--- src/rtl/tce_pkg.sv ---
package tce_pkg;
  localparam int GRAN_LOG2    = 4;
  localparam int PAIR_LOG2    = 5;
  localparam int PTR_TAG_LSB  = 56;
  localparam int TAG_W        = 4;
  localparam int HALF_SEL_BIT = 55;

  typedef enum logic [1:0] {
    ST_IDLE = 2'd0,
    ST_SCAN = 2'd1,
    ST_DONE = 2'd2
  } tceState_t;

  typedef struct packed {
    logic load;
    logic issue;
    logic consume;
    logic latchPass;
    logic latchFail;
  } tceStrobes_t;
endpackage

--- src/rtl/tce_nib_cmp.sv ---
module tce_nib_cmp import tce_pkg::*; (
  input  logic [2*TAG_W-1:0] tagByte,
  input  logic [TAG_W-1:0]   logTag,
  output logic [1:0]         nibMis
);
  for (genvar gi = 0; gi < 2; gi++) begin : g_nib
    assign nibMis[gi] = tagByte[gi*TAG_W +: TAG_W] != logTag;
  end
endmodule

--- src/rtl/tce_ctrl.sv ---
module tce_ctrl import tce_pkg::*; (
  input  logic        clk,
  input  logic        rstN,
  input  logic        reqValid,
  input  logic        reqHalfSel,
  input  logic [1:0]  tbiEnable,
  input  logic        untaggedPage,
  input  logic        bytesPending,
  input  logic        dataValid,
  input  logic        hitFail,
  input  logic        lastCompare,
  output tceStrobes_t strobes,
  output logic        idle,
  output logic        done,
  output logic        tagRdEn
);
  tceState_t state, nextState;
  logic bypass;

  assign bypass = untaggedPage || !tbiEnable[reqHalfSel];

  always_comb begin
    strobes   = '0;
    nextState = state;
    case (state)
      ST_IDLE: begin
        if (reqValid) begin
          strobes.load = 1'b1;
          if (bypass) begin
            strobes.latchPass = 1'b1;
            nextState = ST_DONE;
          end else begin
            nextState = ST_SCAN;
          end
        end
      end
      ST_SCAN: begin
        strobes.issue = bytesPending;
        if (dataValid) begin
          strobes.consume = 1'b1;
          if (hitFail) begin
            strobes.latchFail = 1'b1;
            nextState = ST_DONE;
          end else if (lastCompare) begin
            strobes.latchPass = 1'b1;
            nextState = ST_DONE;
          end
        end
      end
      ST_DONE: nextState = ST_IDLE;
      default: nextState = ST_IDLE;
    endcase
  end

  always_ff @(posedge clk or negedge rstN) begin
    if (!rstN) state <= ST_IDLE;
    else       state <= nextState;
  end

  assign idle    = state == ST_IDLE;
  assign done    = state == ST_DONE;
  assign tagRdEn = strobes.issue;
endmodule

--- src/rtl/tce_datapath.sv ---
module tce_datapath import tce_pkg::*; #(
  parameter int ADDR_W = 64,
  parameter int SIZE_W = 12
) (
  input  logic                      clk,
  input  logic                      rstN,
  input  tceStrobes_t               strobes,
  input  logic [ADDR_W-1:0]         reqAddr,
  input  logic [SIZE_W-1:0]         reqSizeM1,
  input  logic [2*TAG_W-1:0]        tagRdData,
  output logic [ADDR_W-PAIR_LOG2-1:0] tagRdAddr,
  output logic                      bytesPending,
  output logic                      dataValid,
  output logic                      hitFail,
  output logic                      lastCompare,
  output logic                      pass,
  output logic [ADDR_W-1:0]         faultAddr
);
  localparam int RD_W  = ADDR_W - PAIR_LOG2;
  localparam int CNT_W = SIZE_W - GRAN_LOG2 + 1;

  logic [ADDR_W-1:0] startAddr, faultQ, lastAddr, baseAddr, failAddr;
  logic [TAG_W-1:0]  logTag;
  logic [RD_W-1:0]   rdAddrQ;
  logic [CNT_W-1:0]  bytesLeft, tagsLeft, granIdx;
  logic [CNT_W-1:0]  tagCountIn, byteCountIn, remAfterLo, nChecked, failIdx;
  logic              firstByte, oddStart, dataValidQ, passQ;
  logic              checkLo, checkHi, loFail, hiFail;
  logic [1:0]        nibMis;

  // Request geometry
  assign lastAddr    = reqAddr + ADDR_W'(reqSizeM1);
  assign tagCountIn  = CNT_W'((lastAddr >> GRAN_LOG2) - (reqAddr >> GRAN_LOG2)) + CNT_W'(1);
  assign byteCountIn = CNT_W'((lastAddr >> PAIR_LOG2) - (reqAddr >> PAIR_LOG2)) + CNT_W'(1);

  tce_nib_cmp u_cmp (
    .tagByte(tagRdData),
    .logTag (logTag),
    .nibMis (nibMis)
  );

  // Nibble selection for the byte under compare
  assign checkLo     = !(firstByte && oddStart);
  assign remAfterLo  = tagsLeft - CNT_W'(checkLo);
  assign checkHi     = remAfterLo != '0;
  assign loFail      = checkLo && nibMis[0];
  assign hiFail      = checkHi && nibMis[1];
  assign hitFail     = loFail || hiFail;
  assign nChecked    = CNT_W'(checkLo) + CNT_W'(checkHi);
  assign lastCompare = (tagsLeft - nChecked) == '0;

  // Fault address
  assign failIdx  = loFail ? granIdx : granIdx + CNT_W'(checkLo);
  assign baseAddr = {startAddr[ADDR_W-1:GRAN_LOG2], {GRAN_LOG2{1'b0}}};
  assign failAddr = (failIdx == '0) ? startAddr
                                    : baseAddr + (ADDR_W'(failIdx) << GRAN_LOG2);

  always_ff @(posedge clk or negedge rstN) begin
    if (!rstN) begin
      startAddr  <= '0;
      logTag     <= '0;
      rdAddrQ    <= '0;
      bytesLeft  <= '0;
      tagsLeft   <= '0;
      granIdx    <= '0;
      firstByte  <= 1'b0;
      oddStart   <= 1'b0;
      dataValidQ <= 1'b0;
      passQ      <= 1'b0;
      faultQ     <= '0;
    end else begin
      dataValidQ <= strobes.issue;
      if (strobes.load) begin
        startAddr <= reqAddr;
        logTag    <= reqAddr[PTR_TAG_LSB +: TAG_W];
        rdAddrQ   <= reqAddr[ADDR_W-1:PAIR_LOG2];
        bytesLeft <= byteCountIn;
        tagsLeft  <= tagCountIn;
        granIdx   <= '0;
        firstByte <= 1'b1;
        oddStart  <= reqAddr[GRAN_LOG2];
      end
      if (strobes.issue) begin
        rdAddrQ   <= rdAddrQ + RD_W'(1);
        bytesLeft <= bytesLeft - CNT_W'(1);
      end
      if (strobes.consume) begin
        tagsLeft  <= tagsLeft - nChecked;
        granIdx   <= granIdx + nChecked;
        firstByte <= 1'b0;
      end
      if (strobes.latchPass) begin
        passQ  <= 1'b1;
        faultQ <= '0;
      end else if (strobes.latchFail) begin
        passQ  <= 1'b0;
        faultQ <= failAddr;
      end
    end
  end

  assign tagRdAddr    = rdAddrQ;
  assign bytesPending = bytesLeft != '0;
  assign dataValid    = dataValidQ;
  assign pass         = passQ;
  assign faultAddr    = faultQ;
endmodule

--- src/rtl/tag_check_engine.sv ---
module tag_check_engine import tce_pkg::*; #(
  parameter int ADDR_W = 64,
  parameter int SIZE_W = 12
) (
  input  logic                        clk,
  input  logic                        rstN,
  input  logic                        reqValid,
  input  logic [ADDR_W-1:0]           reqAddr,
  input  logic [SIZE_W-1:0]           reqSizeM1,
  input  logic [1:0]                  tbiEnable,
  input  logic                        untaggedPage,
  output logic                        idle,
  output logic                        tagRdEn,
  output logic [ADDR_W-PAIR_LOG2-1:0] tagRdAddr,
  input  logic [7:0]                  tagRdData,
  output logic                        done,
  output logic                        pass,
  output logic [ADDR_W-1:0]           faultAddr
);
  tceStrobes_t strobes;
  logic bytesPending, dataValid, hitFail, lastCompare;

  tce_ctrl u_ctrl (
    .clk         (clk),
    .rstN        (rstN),
    .reqValid    (reqValid),
    .reqHalfSel  (reqAddr[HALF_SEL_BIT]),
    .tbiEnable   (tbiEnable),
    .untaggedPage(untaggedPage),
    .bytesPending(bytesPending),
    .dataValid   (dataValid),
    .hitFail     (hitFail),
    .lastCompare (lastCompare),
    .strobes     (strobes),
    .idle        (idle),
    .done        (done),
    .tagRdEn     (tagRdEn)
  );

  tce_datapath #(.ADDR_W(ADDR_W), .SIZE_W(SIZE_W)) u_dp (
    .clk         (clk),
    .rstN        (rstN),
    .strobes     (strobes),
    .reqAddr     (reqAddr),
    .reqSizeM1   (reqSizeM1),
    .tagRdData   (tagRdData),
    .tagRdAddr   (tagRdAddr),
    .bytesPending(bytesPending),
    .dataValid   (dataValid),
    .hitFail     (hitFail),
    .lastCompare (lastCompare),
    .pass        (pass),
    .faultAddr   (faultAddr)
  );
endmodule

--- config.mk ---
export PLATFORM = sky130hd
export DESIGN_NAME = tag_check_engine
export DESIGN_NICKNAME = d
export VERILOG_FILES = /design/src/rtl/tce_pkg.sv /design/src/rtl/tce_nib_cmp.sv /design/src/rtl/tce_ctrl.sv /design/src/rtl/tce_datapath.sv /design/src/rtl/tag_check_engine.sv
export SDC_FILE = /design/constraint.sdc
export NUM_CORES = 1
export LEC_CHECK = 0
export BUFFER_PORTS_ARGS = -buffer_cell sky130_fd_sc_hd__buf_2
export CAP_MARGIN = 0
export CORE_UTILIZATION = 62
export DETAILED_ROUTE_END_ITERATION = 10
export PLACE_DENSITY = 0.86
export SLEW_MARGIN = 20
export SYNTH_ARGS = -nofsm -noshare
export SYNTH_HDL_FRONTEND = slang
export SYNTH_SLANG_ARGS = --single-unit
--- constraint.sdc ---
create_clock -name clk -period 12.36 [get_ports clk]
set_clock_uncertainty 0.1 [all_clocks]
set_input_delay 2.472 -clock clk [delete_from_list [all_inputs] [get_ports clk]]
set_output_delay 2.472 -clock clk [all_outputs]
set_load 0.01 [all_outputs]
# [Word-level counts from Yosys, hierarchy flattened]
# Index checks and enable logic that the tools add are counted.
[word_totals] reg_bits=224 latch_bits=0 mem_bits_rw=0 romBits=0 input_bits=90 output_inout_bits=127 elab_cells=84 mem_count=0
[classes] add_sub_neg=13 multipliers=0 div_mod_pow=0 magnitude_cmp=1 eq_ne=7 shift=0 n_mux=35 bitwise_logic=0 reduce_logical=16
[ops] operator="two-way mux 64 bit" count=3
[ops] operator="two-way mux 59 bit" count=2
[ops] operator="adder 64 x 13 -> 64 bit" count=1
[ops] operator="two-way mux 9 bit" count=7
[ops] operator="adder 59 x 1 -> 59 bit, second input constant" count=1
[ops] operator="subtractor 9 bit" count=3
[ops] operator="adder 9 x 1 -> 9 bit, second input constant" count=2
[ops] operator="zero test 9 bit" count=2
[ops] operator="nonzero test 9 bit" count=2
[ops] operator="adder 14 x 12 -> 14 bit" count=1
[ops] operator="two-way mux 1 bit" count=14
[ops] operator="two-way mux 2 bit" count=6
[ops] operator="adder 9 x 1 -> 9 bit" count=1
[ops] operator="adder 9 bit" count=1
[ops] operator="subtractor 9 x 1 -> 9 bit" count=1
[ops] operator="subtractor 9 x 1 -> 9 bit, second input constant" count=1
[ops] operator="!= test 4 bit" count=2
[ops] operator="nonzero test 2 bit" count=3
[ops] operator="one-hot mux 2 bit (2 select lines)" count=1
[ops] operator="logical AND 1 bit" count=3
[ops] operator="two-way mux 3 bit" count=1
[ops] operator="!= test 3 bit, second input constant" count=1
[ops] operator="AND reduction 3 bit" count=1
[ops] operator="adder 1 x 1 -> 2 bit" count=1
[ops] operator="other kinds (9)" count=11

# [Longest topological paths before layout]
[depth] depth_word=13 mapped_depth=17 ltp_nobuf=17

# [Hierarchy]
# A second synthesis with hierarchy kept.
[hier_totals] cells_unflattened=1469 area_unflattened_um2=13115.1
[modules_own_cells] mod="tce_datapath" instances=1 cells_per_inst=1438 area_per_inst_um2=12861.1 seq_area_each_um2=5430.2
[modules_own_cells] mod="tce_ctrl" instances=1 cells_per_inst=21 area_per_inst_um2=171.4 seq_area_each_um2=50.0
[modules_own_cells] mod="tce_nib_cmp" instances=1 cells_per_inst=10 area_per_inst_um2=82.6 seq_area_each_um2=0.0

# [Worst setup path before layout]
# Ideal clock, no wire load.
[synth_path] path_kind="input-to-reg" startpoint="input port tagRdData[2]" endpoint="register u_dp.faultQ[61], in the netlist u_dp.faultAddr[61]" setup_time_ns=0.069 arrival_ns=5.795 required_time_ns=12.191 path_slack_ns=6.396 cell_stages=13 n_path_buf=1 path_cell_list="xor2_4 > o41ai_4 > nand3_1 > o21a_1 > buf_2 > or2_2 > ha_1 > and2_1 > o221ai_1 > a2111oi_0 > o31ai_2 > or4_1 > nand3_1"
[synth_between] elab_chain_cells=7 elab_cells_between_ends=15 cone_classes="add/sub: 1; eq/ne: 1; mux: 9; reduce/logical: 4"
[synth_rtl] item="start, declared" line="tag_check_engine.sv:15" source="input logic [7:0] tagRdData,"
[synth_rtl] item="!= test 4 bit (*)" line="tce_nib_cmp.sv:7" source="assign nibMis[gi] = tagByte[gi*TAG_W +: TAG_W] != logTag;"
[synth_rtl] item="logical AND 1 bit (*)" line="tce_datapath.sv:46" source="assign loFail = checkLo && nibMis[0];"
[synth_rtl] item="two-way mux 9 bit / logical OR 1 bit (equally long branches)" line="tce_datapath.sv:53, tce_datapath.sv:48"
[synth_rtl] item="adder 64 x 13 -> 64 bit, or another cell as far along" line="tce_datapath.sv:56" source=": baseAddr + (ADDR_W'(failIdx) << GRAN_LOG2);"
[synth_rtl] item="two-way mux 64 bit / two-way mux 3 bit (equally long branches)" line="tce_datapath.sv:55, tce_ctrl.sv:39"
[synth_rtl] item="two-way mux 64 bit, or another cell as far along" line="tce_datapath.sv:95" source="end else if (strobes.latchFail) begin"
[synth_rtl] item="two-way mux 64 bit / nonzero test 2 bit (equally long branches)"
[synth_rtl] item="end signal, assigned" line="tce_datapath.sv:97" source="faultQ <= failAddr;"
[synth_rtl] item="end, declared" line="tce_datapath.sv:22" source="logic [ADDR_W-1:0] startAddr, faultQ, lastAddr, baseAddr, failAddr;"
# Mark *: on every way between the ends. The rest lies on a longest branch, timed or not. The select of a mux whose other input is x is not followed.
# A chain may end at the register's enable or synchronous reset.

# [Worst setup path in the final report]
# Same ends and word-level chain as after synthesis.

==> impl_metrics.json <==
{
  "whs_path_depth": 2,
  "final_nets": 1847,
  "hold_path_class": "reg2reg",
  "stdcell_area_um2": 15300,
  "drt_iter0_drc": 1488,
  "antenna_found_initial": 0,
  "grt_usage_pct": 36.6,
  "p_total_mw": 3.78,
  "die_w_um": 149,
  "yosysUniqueCellTypes": 79,
  "avgSynthCellArea_um2": 8.69,
  "htree_levels": 1,
  "clkTransAtPathRegs_ps": 60,
  "min_period_ps": 6160,
  "wl_per_cell_um": 20.3,
  "synth.most_common_cell": "nand2_1",
  "slew_headroom_pct": 29.8,
  "worstMarginPinSlew_ps": 1050,
  "synth-edff-count": 0,
  "vdd_ir_drop_max_v": 0.000155,
  "cts_resized": 0,
  "num_rows": 53,
  "clockBufferDepth": 3,
  "postCtsSetupRepairBufs": 0,
  "ys.warnings.count": 0,
  "finalCritPeriodShare_pct": 49.8,
  "criticalPathCategory": "in2reg",
  "maxCapViolations": 0,
  "cts_buffers": 24,
  "synth_area_um2": 13300,
  "wl_um": 40400,
  "p_leak_nw": 7.20,
  "drive_above_1_share_pct": 18.1,
  "grt_max_degree": 144,
  "setup.worst_path.start_class": "input port",
  "die_y_um": 149,
  "coreArea_um2": 21000,
  "fmax_ghz": 0.162,
  "synth_top_cells_by_count": "276 x nand2_1, 219 x dfrtp_1, 105 x nor2_1",
  "synth_seq_area_share_pct": 41.1,
  "pre_cts_slack_ps": 5740,
  "portBuffers": 216,
  "crit_arrival_ps": 6510,
  "synthCells": 1534,
  "setup_slack_ps": 6200,
  "synth_top_cell_by_area": "dfrtp_1",
  "r2r_cells": 12,
  "cp-end-kind": "register",
  "tritoncts": "done",
  "rsz0062_at_grt": "no",
  "status": "complete, no violations",
  "hpwl_um": 28600,
  "drt-vias-per-instance": 6.63,
  "vias": 13200,
  "io-pin-count": 217,
  "clk_latency_ps": 530,
  "initial_utilization_pct": 63.4,
  "ant_nets": 0,
  "area_growth_pct": 15.0,
  "netlist_top_cells_area": "dfrtp_1 41%, nand2_1 7.8%, ha_1 4.9%",
  "firstDrtPassIters": 6,
  "yosys_most_used_dff": "dfrtp_1",
  "synth_seq_cells": 219,
  "grt_pass1_vias": 12200,
  "ys_async_sr_fraction_pct": 100,
  "grt_first_pass_wirelength_um": 64000,
  "hold_viol_final": 0,
  "hold_ws_ps": 379,
  "placed_area_um2": 14500,
  "cts.sinks": 219,
  "routabilityCongestion": 0.957,
  "cts_hold_buffers": 0,
  "die_area_um2": 22100,
  "drc_errors": 0,
  "critical_path_required_ps": 12720,
  "grt_overflow_total": 0,
  "setup_violations": 0,
  "p_per_area_nw_per_um2": 247,
  "synth_top_area_share_pct": 41.1,
  "finalMaxSlewViolations": 0,
  "synthesis.nets": 1681,
  "cts_root_buffer": "clkbuf_16",
  "fin_setup_tns_ps": 0,
  "path_max_fanout": 10
}
[sequential cells by signal (all words and copies together) (netlist names)]
register / flops
u_dp.faultAddr: 64
u_dp.startAddr: 61
u_dp.tagRdAddr: 59
u_dp.bytesLeft: 9
u_dp.granIdx: 9
u_dp.tagsLeft: 9
u_dp.logTag: 3
u_ctrl.state: 2
u_dp.dataValid: 1
u_dp.firstByte: 1
u_dp.pass: 1
[logic make-up after synthesis]
group | after synthesis | synth area share (%)
and+or+nand+nor | 693 | 24.8
AOI/OAI and AO/OA | 359 | 19.9
DFF | 219 | 41.1
buffers and inverters | 150 | 4.67
adders and majority gates | 57 | 5.63
xor gates and xnor gates | 44 | 3.03
muxes | 12 | 0.920
[per-stage QoR]
step / cells / util [%]
after floorplan: 1534 / -
after global placement: 1947 / 69.0
after detailed placement: 1947 / 69.0
after CTS: 1990 / 72.7
after global routing: 1992 / 72.9
final: 1994 / 72.9
[area by class of cell]
class / instances / area (um2)
multi-input combinational: 1165 / 7270
clock inverter: 9 / 83.8
clock buffer: 34 / 709
tap: 275 / 344
antenna: 2 / 5.00
fill: 1569 / 5690
timing repair buffer: 229 / 1210
sequential: 219 / 5480
inverter: 61 / 229
[cells in the final DEF (no fill, tap or decap), drive strengths merged, types with 22 or more instances in the layout]
cell    count
nand2     276
buf       229
dfrtp     219
nor2      105
nand3     104
o21ai      72
inv        62
a21oi      60
ha         52
nor3       47
clkbuf     34
nand4      32
nor4       29
and3       25
a211oi     24
xor2       23
o211ai     23
a32oi      22
[path summary, 6_finish.rpt]
check | startpoint | end | slack, ps
worst max-delay path | tagRdData[2] | u_dp.faultAddr[61] | 6200
worst min register to register | u_dp.faultAddr[12] | u_dp.faultAddr[12] | 380
max in group asynchronous | rstN | u_dp.startAddr[35] | 8560
worst min-delay path | u_dp.faultAddr[12] | u_dp.faultAddr[12] | 380
min in group asynchronous | rstN | u_dp.faultAddr[50] | 1790
worst max register to register | u_dp.logTag[2] | u_dp.faultAddr[61] | 7610
[per-layer routing]
metal / global-route usage [%] / wire (um)
met5: 0 / 0
met4: 14.0 / 1510
met3: 6.38 / 4340
met2: 53.5 / 17600
met1: 54.1 / 17000
[critical path, stage by stage]
cell	delay (ps)
buf_2	140
xor2_4	200
o41ai_4	570
nand3_1	220
o21a_1	380
or2_2	360
ha_1	320
and2_1	140
o221ai_1	240
a2111oi_0	630
o31ai_2	290
or4_1	460
nand3_1	80
[power breakdown]
part           switching (mW)  internal (mW)
registers               0.409           1.03
clock network           0.298          0.422
logic                    1.02          0.604
Power figures use the tool's default switching activity.
